===== src/rtl/lld_pkg.sv =====
package lld_pkg;
   typedef enum logic [1:0] {
      ST_UNCACHED = 2'd0,
      ST_CLEAN    = 2'd1,
      ST_OWNED    = 2'd2
   } dir_state_t;

   typedef enum logic [1:0] {
      OP_READ  = 2'd0,
      OP_WRITE = 2'd1,
      OP_LEAVE = 2'd2,
      OP_QUERY = 2'd3
   } dir_op_t;
endpackage


===== src/rtl/lld_entry_bank.sv =====
module lld_entry_bank
   import lld_pkg::*;
#(
   parameter int BLK_W  = 3,
   parameter int NODE_W = 4
) (
   input  logic              clk,
   input  logic              rst_n,
   input  logic [BLK_W-1:0]  rd_blk,
   output dir_state_t        rd_state,
   output logic [NODE_W-1:0] rd_head,
   input  logic              wr_en,
   input  logic [BLK_W-1:0]  wr_blk,
   input  dir_state_t        wr_state,
   input  logic [NODE_W-1:0] wr_head
);
   localparam int ENTRIES = 1 << BLK_W;

   dir_state_t        st_q [ENTRIES];
   logic [NODE_W-1:0] hd_q [ENTRIES];

   for (genvar e = 0; e < ENTRIES; e++) begin : g_entry
      logic hit;
      assign hit = wr_en && (wr_blk == BLK_W'(e));
      always_ff @(posedge clk) begin
         if (!rst_n) begin
            st_q[e] <= ST_UNCACHED;
            hd_q[e] <= '0;
         end else if (hit) begin
            st_q[e] <= wr_state;
            hd_q[e] <= wr_head;
         end
      end
   end

   assign rd_state = st_q[rd_blk];
   assign rd_head  = hd_q[rd_blk];

   // a written OWNED entry is never rewritten to a value outside the encoding
   p_legal_state_r4: assert property (@(posedge clk) disable iff (!rst_n)
      wr_en |-> (wr_state != dir_state_t'(2'd3)));
endmodule


===== src/rtl/lld_next.sv =====
module lld_next
   import lld_pkg::*;
#(
   parameter int NODE_W = 4
) (
   input  dir_op_t           op,
   input  logic [NODE_W-1:0] node,
   input  logic              succ_vld,
   input  logic [NODE_W-1:0] succ,
   input  dir_state_t        cur_state,
   input  logic [NODE_W-1:0] cur_head,
   output logic              upd,
   output dir_state_t        nxt_state,
   output logic [NODE_W-1:0] nxt_head
);
   logic head_leaves;
   assign head_leaves = (cur_state != ST_UNCACHED) && (node == cur_head);

   always_comb begin
      upd       = 1'b0;
      nxt_state = cur_state;
      nxt_head  = cur_head;
      unique case (op)
         OP_READ: begin
            upd       = 1'b1;
            nxt_head  = node;
            nxt_state = (cur_state == ST_OWNED) ? ST_OWNED : ST_CLEAN;
         end
         OP_WRITE: begin
            upd       = 1'b1;
            nxt_head  = node;
            nxt_state = ST_OWNED;
         end
         OP_LEAVE: begin
            if (head_leaves) begin
               upd = 1'b1;
               if (succ_vld) begin
                  nxt_head = succ;
               end else begin
                  nxt_state = ST_UNCACHED;
                  nxt_head  = '0;
               end
            end
         end
         default: begin
            upd = 1'b0;
         end
      endcase
   end
endmodule


===== src/rtl/lld_rsp_stage.sv =====
module lld_rsp_stage
   import lld_pkg::*;
#(
   parameter int NODE_W = 4
) (
   input  logic              clk,
   input  logic              rst_n,
   input  logic              load,
   input  logic              take,
   input  logic [NODE_W-1:0] in_prev_head,
   input  logic              in_prev_valid,
   input  logic              in_mem_valid,
   input  dir_state_t        in_state,
   output logic              out_valid,
   output logic [NODE_W-1:0] out_prev_head,
   output logic              out_prev_valid,
   output logic              out_mem_valid,
   output dir_state_t        out_state
);
   always_ff @(posedge clk) begin
      if (!rst_n) begin
         out_valid      <= 1'b0;
         out_prev_head  <= '0;
         out_prev_valid <= 1'b0;
         out_mem_valid  <= 1'b0;
         out_state      <= ST_UNCACHED;
      end else if (load) begin
         out_valid      <= 1'b1;
         out_prev_head  <= in_prev_head;
         out_prev_valid <= in_prev_valid;
         out_mem_valid  <= in_mem_valid;
         out_state      <= in_state;
      end else if (take) begin
         out_valid <= 1'b0;
      end
   end

   // a stalled response keeps its payload
   p_hold_stable_r10: assert property (@(posedge clk) disable iff (!rst_n)
      (out_valid && !take) |=> (out_valid && $stable(out_prev_head) &&
         $stable(out_prev_valid) && $stable(out_mem_valid) && $stable(out_state)));
endmodule


===== src/rtl/ll_home_dir.sv =====
module ll_home_dir
   import lld_pkg::*;
#(
   parameter int BLK_W  = 3,
   parameter int NODE_W = 4
) (
   input  logic              clk,
   input  logic              rst_n,
   input  logic              req_valid,
   output logic              req_ready,
   input  logic [1:0]        req_op,
   input  logic [BLK_W-1:0]  req_blk,
   input  logic [NODE_W-1:0] req_node,
   input  logic              req_succ_vld,
   input  logic [NODE_W-1:0] req_succ,
   output logic              rsp_valid,
   input  logic              rsp_ready,
   output logic [NODE_W-1:0] rsp_prev_head,
   output logic              rsp_prev_valid,
   output logic              rsp_mem_valid,
   output logic [1:0]        rsp_state
);
   if (BLK_W < 1 || BLK_W > 10) begin : g_bad_blk
      $error("ll_home_dir: BLK_W out of range");
   end
   if (NODE_W < 1 || NODE_W > 16) begin : g_bad_node
      $error("ll_home_dir: NODE_W out of range");
   end

   dir_op_t           op;
   dir_state_t        cur_state, nxt_state, out_state;
   logic [NODE_W-1:0] cur_head, nxt_head;
   logic              upd, accept;

   assign op        = dir_op_t'(req_op);
   assign req_ready = !rsp_valid || rsp_ready;
   assign accept    = req_valid && req_ready;

   lld_entry_bank #(.BLK_W(BLK_W), .NODE_W(NODE_W)) u_bank (
      .clk      (clk),
      .rst_n    (rst_n),
      .rd_blk   (req_blk),
      .rd_state (cur_state),
      .rd_head  (cur_head),
      .wr_en    (accept && upd),
      .wr_blk   (req_blk),
      .wr_state (nxt_state),
      .wr_head  (nxt_head)
   );

   lld_next #(.NODE_W(NODE_W)) u_next (
      .op        (op),
      .node      (req_node),
      .succ_vld  (req_succ_vld),
      .succ      (req_succ),
      .cur_state (cur_state),
      .cur_head  (cur_head),
      .upd       (upd),
      .nxt_state (nxt_state),
      .nxt_head  (nxt_head)
   );

   lld_rsp_stage #(.NODE_W(NODE_W)) u_rsp (
      .clk            (clk),
      .rst_n          (rst_n),
      .load           (accept),
      .take           (rsp_ready),
      .in_prev_head   (cur_head),
      .in_prev_valid  (cur_state != ST_UNCACHED),
      .in_mem_valid   (cur_state != ST_OWNED),
      .in_state       (nxt_state),
      .out_valid      (rsp_valid),
      .out_prev_head  (rsp_prev_head),
      .out_prev_valid (rsp_prev_valid),
      .out_mem_valid  (rsp_mem_valid),
      .out_state      (out_state)
   );

   assign rsp_state = out_state;

   // every accepted request is answered at the following edge
   p_answer_next_r9: assert property (@(posedge clk) disable iff (!rst_n)
      accept |=> rsp_valid);
   // a write always leaves the block owned
   p_write_owned_r4: assert property (@(posedge clk) disable iff (!rst_n)
      (accept && req_op == 2'd1) |=> (rsp_state == 2'd2));
   // a read never leaves the block uncached
   p_read_cached_r2: assert property (@(posedge clk) disable iff (!rst_n)
      (accept && req_op == 2'd0) |=> (rsp_state != 2'd0));
   // without a previous sharer, memory must be the data source
   p_no_head_mem_r5: assert property (@(posedge clk) disable iff (!rst_n)
      (rsp_valid && !rsp_prev_valid) |-> rsp_mem_valid);
   // no acceptance while a response is stalled
   p_stall_blocks_r10: assert property (@(posedge clk) disable iff (!rst_n)
      (rsp_valid && !rsp_ready) |-> !req_ready);
endmodule


===== config.mk =====
export PLATFORM = sky130hd
export DESIGN_NAME = ll_home_dir
export DESIGN_NICKNAME = d
export VERILOG_FILES = /design/src/rtl/lld_pkg.sv /design/src/rtl/lld_entry_bank.sv /design/src/rtl/lld_next.sv /design/src/rtl/lld_rsp_stage.sv /design/src/rtl/ll_home_dir.sv
export SDC_FILE = /design/constraint.sdc
export NUM_CORES = 1
export LEC_CHECK = 0
export ABC_AREA = 1
export BUFFER_PORTS_ARGS = -buffer_cell sky130_fd_sc_hd__buf_2
export CELL_PAD_IN_SITES_DETAIL_PLACEMENT = 2
export CELL_PAD_IN_SITES_GLOBAL_PLACEMENT = 2
export CORE_MARGIN = 4
export CORE_UTILIZATION = 30
export DETAILED_ROUTE_END_ITERATION = 10
export GPL_TIMING_DRIVEN = 0
export PLACE_DENSITY = 0.74
export SYNTH_ARGS = -nofsm -noshare
export SYNTH_HDL_FRONTEND = slang
export SYNTH_SLANG_ARGS = --single-unit
export TNS_END_PERCENT = 20

===== constraint.sdc =====
create_clock -name clk -period 5.2 [get_ports clk]
set_clock_uncertainty 0.1 [all_clocks]
set_input_delay 0.78 -clock clk [delete_from_list [all_inputs] [get_ports clk]]
set_output_delay 0.78 -clock clk [all_outputs]
set_load 0.02 [all_outputs]

Yosys cells after proc, flatten, opt, wreduce, memory -nomap -nowiden
Memory sizes are Yosys's and may differ from the RTL's.
Cells that the tools add are included.
W data, S select, Z words.
{ "classes": {"mux": 52, "bitwise": 16, "n_eq_ne": 12, "n_reduce_logical": 18} }
{ "ops": {"columns": ["operator", "count"], "rows": [
  ["$mux W4", 10],
  ["$mux W1", 28],
  ["$mux W2", 11],
  ["$or A1 B1 Y1", 16],
  ["$eq A3 B3 Y1 const B", 4],
  ["$logic_and A1 B1 Y1", 11],
  ["$pmux W4 S2", 1],
  ["$eq A3 B2 Y1 const B", 2],
  ["$pmux W2 S3", 1],
  ["$eq A2 B2 Y1 const B", 2],
  ["$eq A4 B4 Y1", 1],
  ["$reduce_bool A2 Y1", 2],
  ["$eq A3 B1 Y1 const B", 1],
  ["$logic_not A3 Y1", 1],
  ["$eq A2 B1 Y1 const B", 1],
  ["$logic_not A2 Y1", 1],
  ["$ne A2 B2 Y1 const B", 1],
  ["$pmux W1 S2", 1],
  ["$reduce_or A2 Y1", 1],
  ["$logic_not A1 Y1", 1],
  ["$logic_or A1 B1 Y1", 1]
]} }
{ "totals": {"mem_count": 2, "mem_bits_rw": 48, "word_cells": 105, "output_inout_bits": 10, "register_bits": 9} }
{ "memory_table": {"columns": ["memory", "words", "width", "read_ports", "rd_clocked_by_memory_dff", "wr", "line", "rtl"], "rows": [
  ["u_bank.hd_q", 8, 4, 1, 0, 8, "lld_entry_bank.sv:20", "logic [NODE_W-1:0] hd_q [ENTRIES];"],
  ["u_bank.st_q", 8, 2, 1, 0, 8, "lld_entry_bank.sv:19", "dir_state_t st_q [ENTRIES];"]
]} }

Longest topological paths before layout
An unclocked memory read counts as a cell.
{ "depth": {"ltp_word": 11, "depth_mapped": 17, "ltp_nobuf": 16} }

By module
Synthesis repeated with hierarchy kept, for this count alone.
{ "hier_totals": {"cells_unflattened": 416, "area_unflattened_um2": 3278.1} }
{ "by_module_without_submodules": {"columns": ["module", "instances", "area_each_um2", "seq_area_each_um2", "cells_per_inst"], "rows": [
  ["lld_entry_bank", 1, 2558.7, 1441.4, 298],
  ["lld_next", 1, 371.6, 0.0, 71],
  ["lld_rsp_stage", 1, 304.0, 180.2, 38],
  ["ll_home_dir", 1, 43.8, 0.0, 9]
]} }

Least setup slack after synthesis
OpenSTA, ideal clock, no wires.
{ "synth_path": {"kind": "input to register", "from": "input req_blk[1]", "to": "memory u_bank.hd_q[4][0], enable pin", "arrival_time_ns": 2.289, "t_required_ns": 4.782, "setup_time_ns": 0.318, "slack_ns": 2.493, "path_stages": 14, "path_cell_list": "buf_2 -> nor2_2 -> a21oi_2 -> nand3_2 -> nand2_2 -> nand2_1 -> nand2_2 -> nor2_8 -> nand3_4 -> nand2_8 -> nand2_8 -> nor2_4 -> nand2_1 -> nand2_1"} }
{ "synth_lines": {"columns": ["item", "line", "rtl"], "rows": [
  ["from (decl)", "ll_home_dir.sv:12", "input logic [BLK_W-1:0] req_blk,"],
  ["to (decl)", "lld_entry_bank.sv:20", null]
]} }

==> results.sh <==
export IMPL_status="finished clean"
export IMPL_maxCapViolations=0
export IMPL_pwr_share_seq_pct=47.0
export IMPL_synth_edf_count=48
export IMPL_port_buffers=26
export IMPL_max_stage_delay_ps=280
export IMPL_grt_pass1_wl_mm=15.8
export IMPL_synth_simple_area_share_pct=34.2
export IMPL_power_density_nw_per_um2=300
export IMPL_first_iter_violations=111
export IMPL_max_vdd_ir_drop_uv=91.3
export IMPL_synth_top_area_share_pct=44.7
export IMPL_hold_class="register to register"
export IMPL_die_width_um=112
export IMPL_areaGrowthSynthToFinish_pct=15.3
export IMPL_crit_path_start_kind="primary input"
export IMPL_hold_viol=0
export IMPL_combPwrFrac_pct=16.6
export IMPL_cp_end_kind="register"
export IMPL_core_rowCount=37
export IMPL_via_per_inst=5.01
export IMPL_fin_crit_ps=3100
export IMPL_synthArstFlopShare_pct=0
export IMPL_post_synth_xor_area_fraction_pct=0
export IMPL_syn_area_um2=3220
export IMPL_cts_clk_slew_worst_paths_ps=70
export IMPL_rsz0062_at_grt="no"
export IMPL_ys_seq_area_share_pct=50.3
export IMPL_dieArea_um2=12500
export IMPL_synthMostInstantiatedCell="nand2_1"
export IMPL_path_cells="buf_2 -> inv_2 -> buf_6 -> nand2_1 -> nand2_1 -> nand2_1 -> nand3_1 -> nand2_1 -> nand2_1 -> nand2_2 -> nor2_8 -> nand3_4 -> nand2_8 -> nand2_8 -> nor2_4 -> nand2_1 -> nand2_1"
export IMPL_worst_path_max_fanout=10
export IMPL_grt_pass1_vias=2864
export IMPL_drive_above_1_share_pct=23.2
export IMPL_via_count=2643
export IMPL_cts_repair_resized=0
export IMPL_postRouteAntennaNets=0
export IMPL_numCtsBuffers=9
export IMPL_cpMaxStageDelayCell="nand2_1"
export IMPL_clock_sinks=57
export IMPL_p_switching_uw=326
export IMPL_h_tree_depth=3
export IMPL_fill_cells=1211
export IMPL_synth_fa_ha_area_share_pct=0
export IMPL_maxSlewHeadroom_pct=58.1
export IMPL_routed_wl_mm=9.82
export IMPL_netlist_instances=350
export IMPL_yosys_area_top_type="edfxtp_1"
export IMPL_worst_slew_pin_slew_ps=627
export IMPL_clockBufferDepth=2
export IMPL_r2r_slack_ps=2630
export IMPL_overflow=0
export IMPL_ys_ff_latch=57
export IMPL_place_area_um2=3520
export IMPL_grt_start_max_net_pins=11
export IMPL_drt_pass1_iter_count=4
export IMPL_fin_setup_tns_ps=0
export IMPL_max_freq_mhz=323
export IMPL_drc=0
export IMPL_drt_wirelength_per_cell_um=18.6
export IMPL_yosysWarningCount=0
export IMPL_path_common_cell="nand2_1"
export IMPL_synth_top_family_by_area="simple AND/OR/NAND/NOR gates"
export IMPL_worstPathRequired_ps=5090
export IMPL_timing_final_crit_share_pct=59.6
export IMPL_dpl_hpwl_mm=7.44
export IMPL_finalNetCount=405
export IMPL_dieHeight_um=112
export IMPL_synth_area_mux_share_pct=0
export IMPL_p_sw_share_pct=29.3
export IMPL_syn_avg_cell_area_um2=9.21
export IMPL_synth_flop_cell="edfxtp_1"
export IMPL_core_area_um2=10400
export IMPL_cts_root_buf="clkbuf_8"
export IMPL_postLayoutCellArea_um2=3710
export IMPL_p_leak_uw=0.00153
export IMPL_synth_cell_types=31
export IMPL_insertion_delay_ps=340
export IMPL_start_util_pct=31.1
export IMPL_ioPinCount=28
export IMPL_setup_viol=0
export IMPL_synth_fp_nets=368
export IMPL_p_int_uw=787
export IMPL_num_antenna_cells=0
export IMPL_clockPowerShare_pct=36.5
export IMPL_synthTopCellsByArea="edfxtp_1 (45%), nand2_1 (12%), a21oi_1 (5.7%), dfxtp_1 (5.6%), nand4_4 (5.3%)"
export IMPL_synth_compound_area_share_pct=10.4
export IMPL_track_usage_pct=16.6
export IMPL_critPathKind="primary input to register"
export IMPL_maxSlewViolCount=0
export IMPL_arrival_ps=2990
export IMPL_cts_hold_buf=0
export IMPL_synth_common_cells="nand2_1 (106), edfxtp_1 (48), a21oi_1 (37), nor2_1 (35), inv_1 (23)"
export IMPL_cts_tree="done"
export IMPL_place_congestion=0.795
export IMPL_antenna_found_initial=0
export IMPL_postCtsSetupBuffers=0
==> cell usage in the layout (no fill, tap or decap), types with 2 or more instances in the layout <==
master	synthesis	routed
nor2_4	7	7
clkbuf_8	0	13
inv_2	3	3
nand3_1	14	14
inv_1	23	23
nand2_8	2	2
o21ai_0	7	7
a21oi_1	37	37
nand4_1	6	6
nand2_1	106	106
nor2_1	35	35
o22ai_1	3	3
buf_2	4	30
a22oi_1	6	6
edfxtp_1	48	48
clkinv_2	1	3
a21boi_2	2	2
buf_6	2	2
clkbuf_1	3	4
dfxtp_1	9	9
o21ai_1	2	2
nand3_2	7	7
nand2_2	7	7
nand4_4	8	8
==> critical path: cells and delay by family <==
| kind | cells | cell delay [ps] |
|---|---|---|
| AND/OR/NAND/NOR | 14 | 1780 |
| buffers and inverters | 3 | 410 |
==> worst paths after layout <==
kind | from | to | cells past startpoint
setup / recovery | req_blk[0] | u_bank.hd_q[1][1] | 17
hold / removal | u_rsp.out_valid | u_rsp.out_valid | 2
setup reg to reg | u_bank.hd_q[3][0] | u_bank.hd_q[1][1] | 14
hold reg to reg | u_rsp.out_valid | u_rsp.out_valid | 2
==> cell families after synthesis <==
kind of cell	Yosys count
compound gates	59
buf+inv	37
flops	57
simple gates	197
==> stage by stage <==
stage / hold WS [ps] / utilization [%] / setup WS (ps) / instances / total power [uW]
after floorplan: 508 / - / 2490 / 350 / 657
after global placement: 396 / 34.0 / 1830 / 512 / 711
after CTS: 421 / 35.8 / 2050 / 528 / 1120
after detailed placement: 411 / 34.0 / 1700 / 512 / 718
after global routing: 476 / 35.8 / 1860 / 528 / 1170
final: 417 / 35.8 / 2100 / 528 / 1110
==> flip-flops by register name (all words and copies together), names as in the netlist <==
register	cells
u_rsp.out_valid	1
u_rsp.out_prev_valid	1
u_bank.hd_q	32
u_rsp.out_mem_valid	1
u_bank.st_q	16
u_rsp.out_state	2
u_rsp.out_prev_head	4
==> power by group through the flow <==
stage	clock network, uW	registers, uW	logic [uW]
2_1_floorplan	0	538	119
3_5_place_dp	0	533	185
5_1_grt	438	525	205
6_report	406	523	184
4_1_cts	413	523	187
3_3_place_gp	0	532	179
==> per-layer routing <==
layer | GRT usage, % | part of all wire, % | vias up
met5 | 0 | 0 | -
met4 | 6.08 | 1.9 | 0
met3 | 2.50 | 2.2 | 15
met2 | 27.8 | 50 | 32
met1 | 21.8 | 46 | 1325
li1 | - | - | 1271
==> final cells by class <==
| class | instances | area, um2 | share of cell area, % |
|---|---|---|---|
| clock buffers | 14 | 183 | 4.92 |
| clock inverters | 2 | 10.0 | 0.269 |
| flip-flops and latches | 57 | 1620 | 43.7 |
| multi-input cells | 256 | 1440 | 38.7 |
| well taps | 136 | 170 | 4.58 |
| inverters | 27 | 103 | 2.76 |
| plain buffers | 10 | 61.3 | 1.65 |
| repair buffers | 26 | 130 | 3.50 |
(Power assumes the default switching activity.)
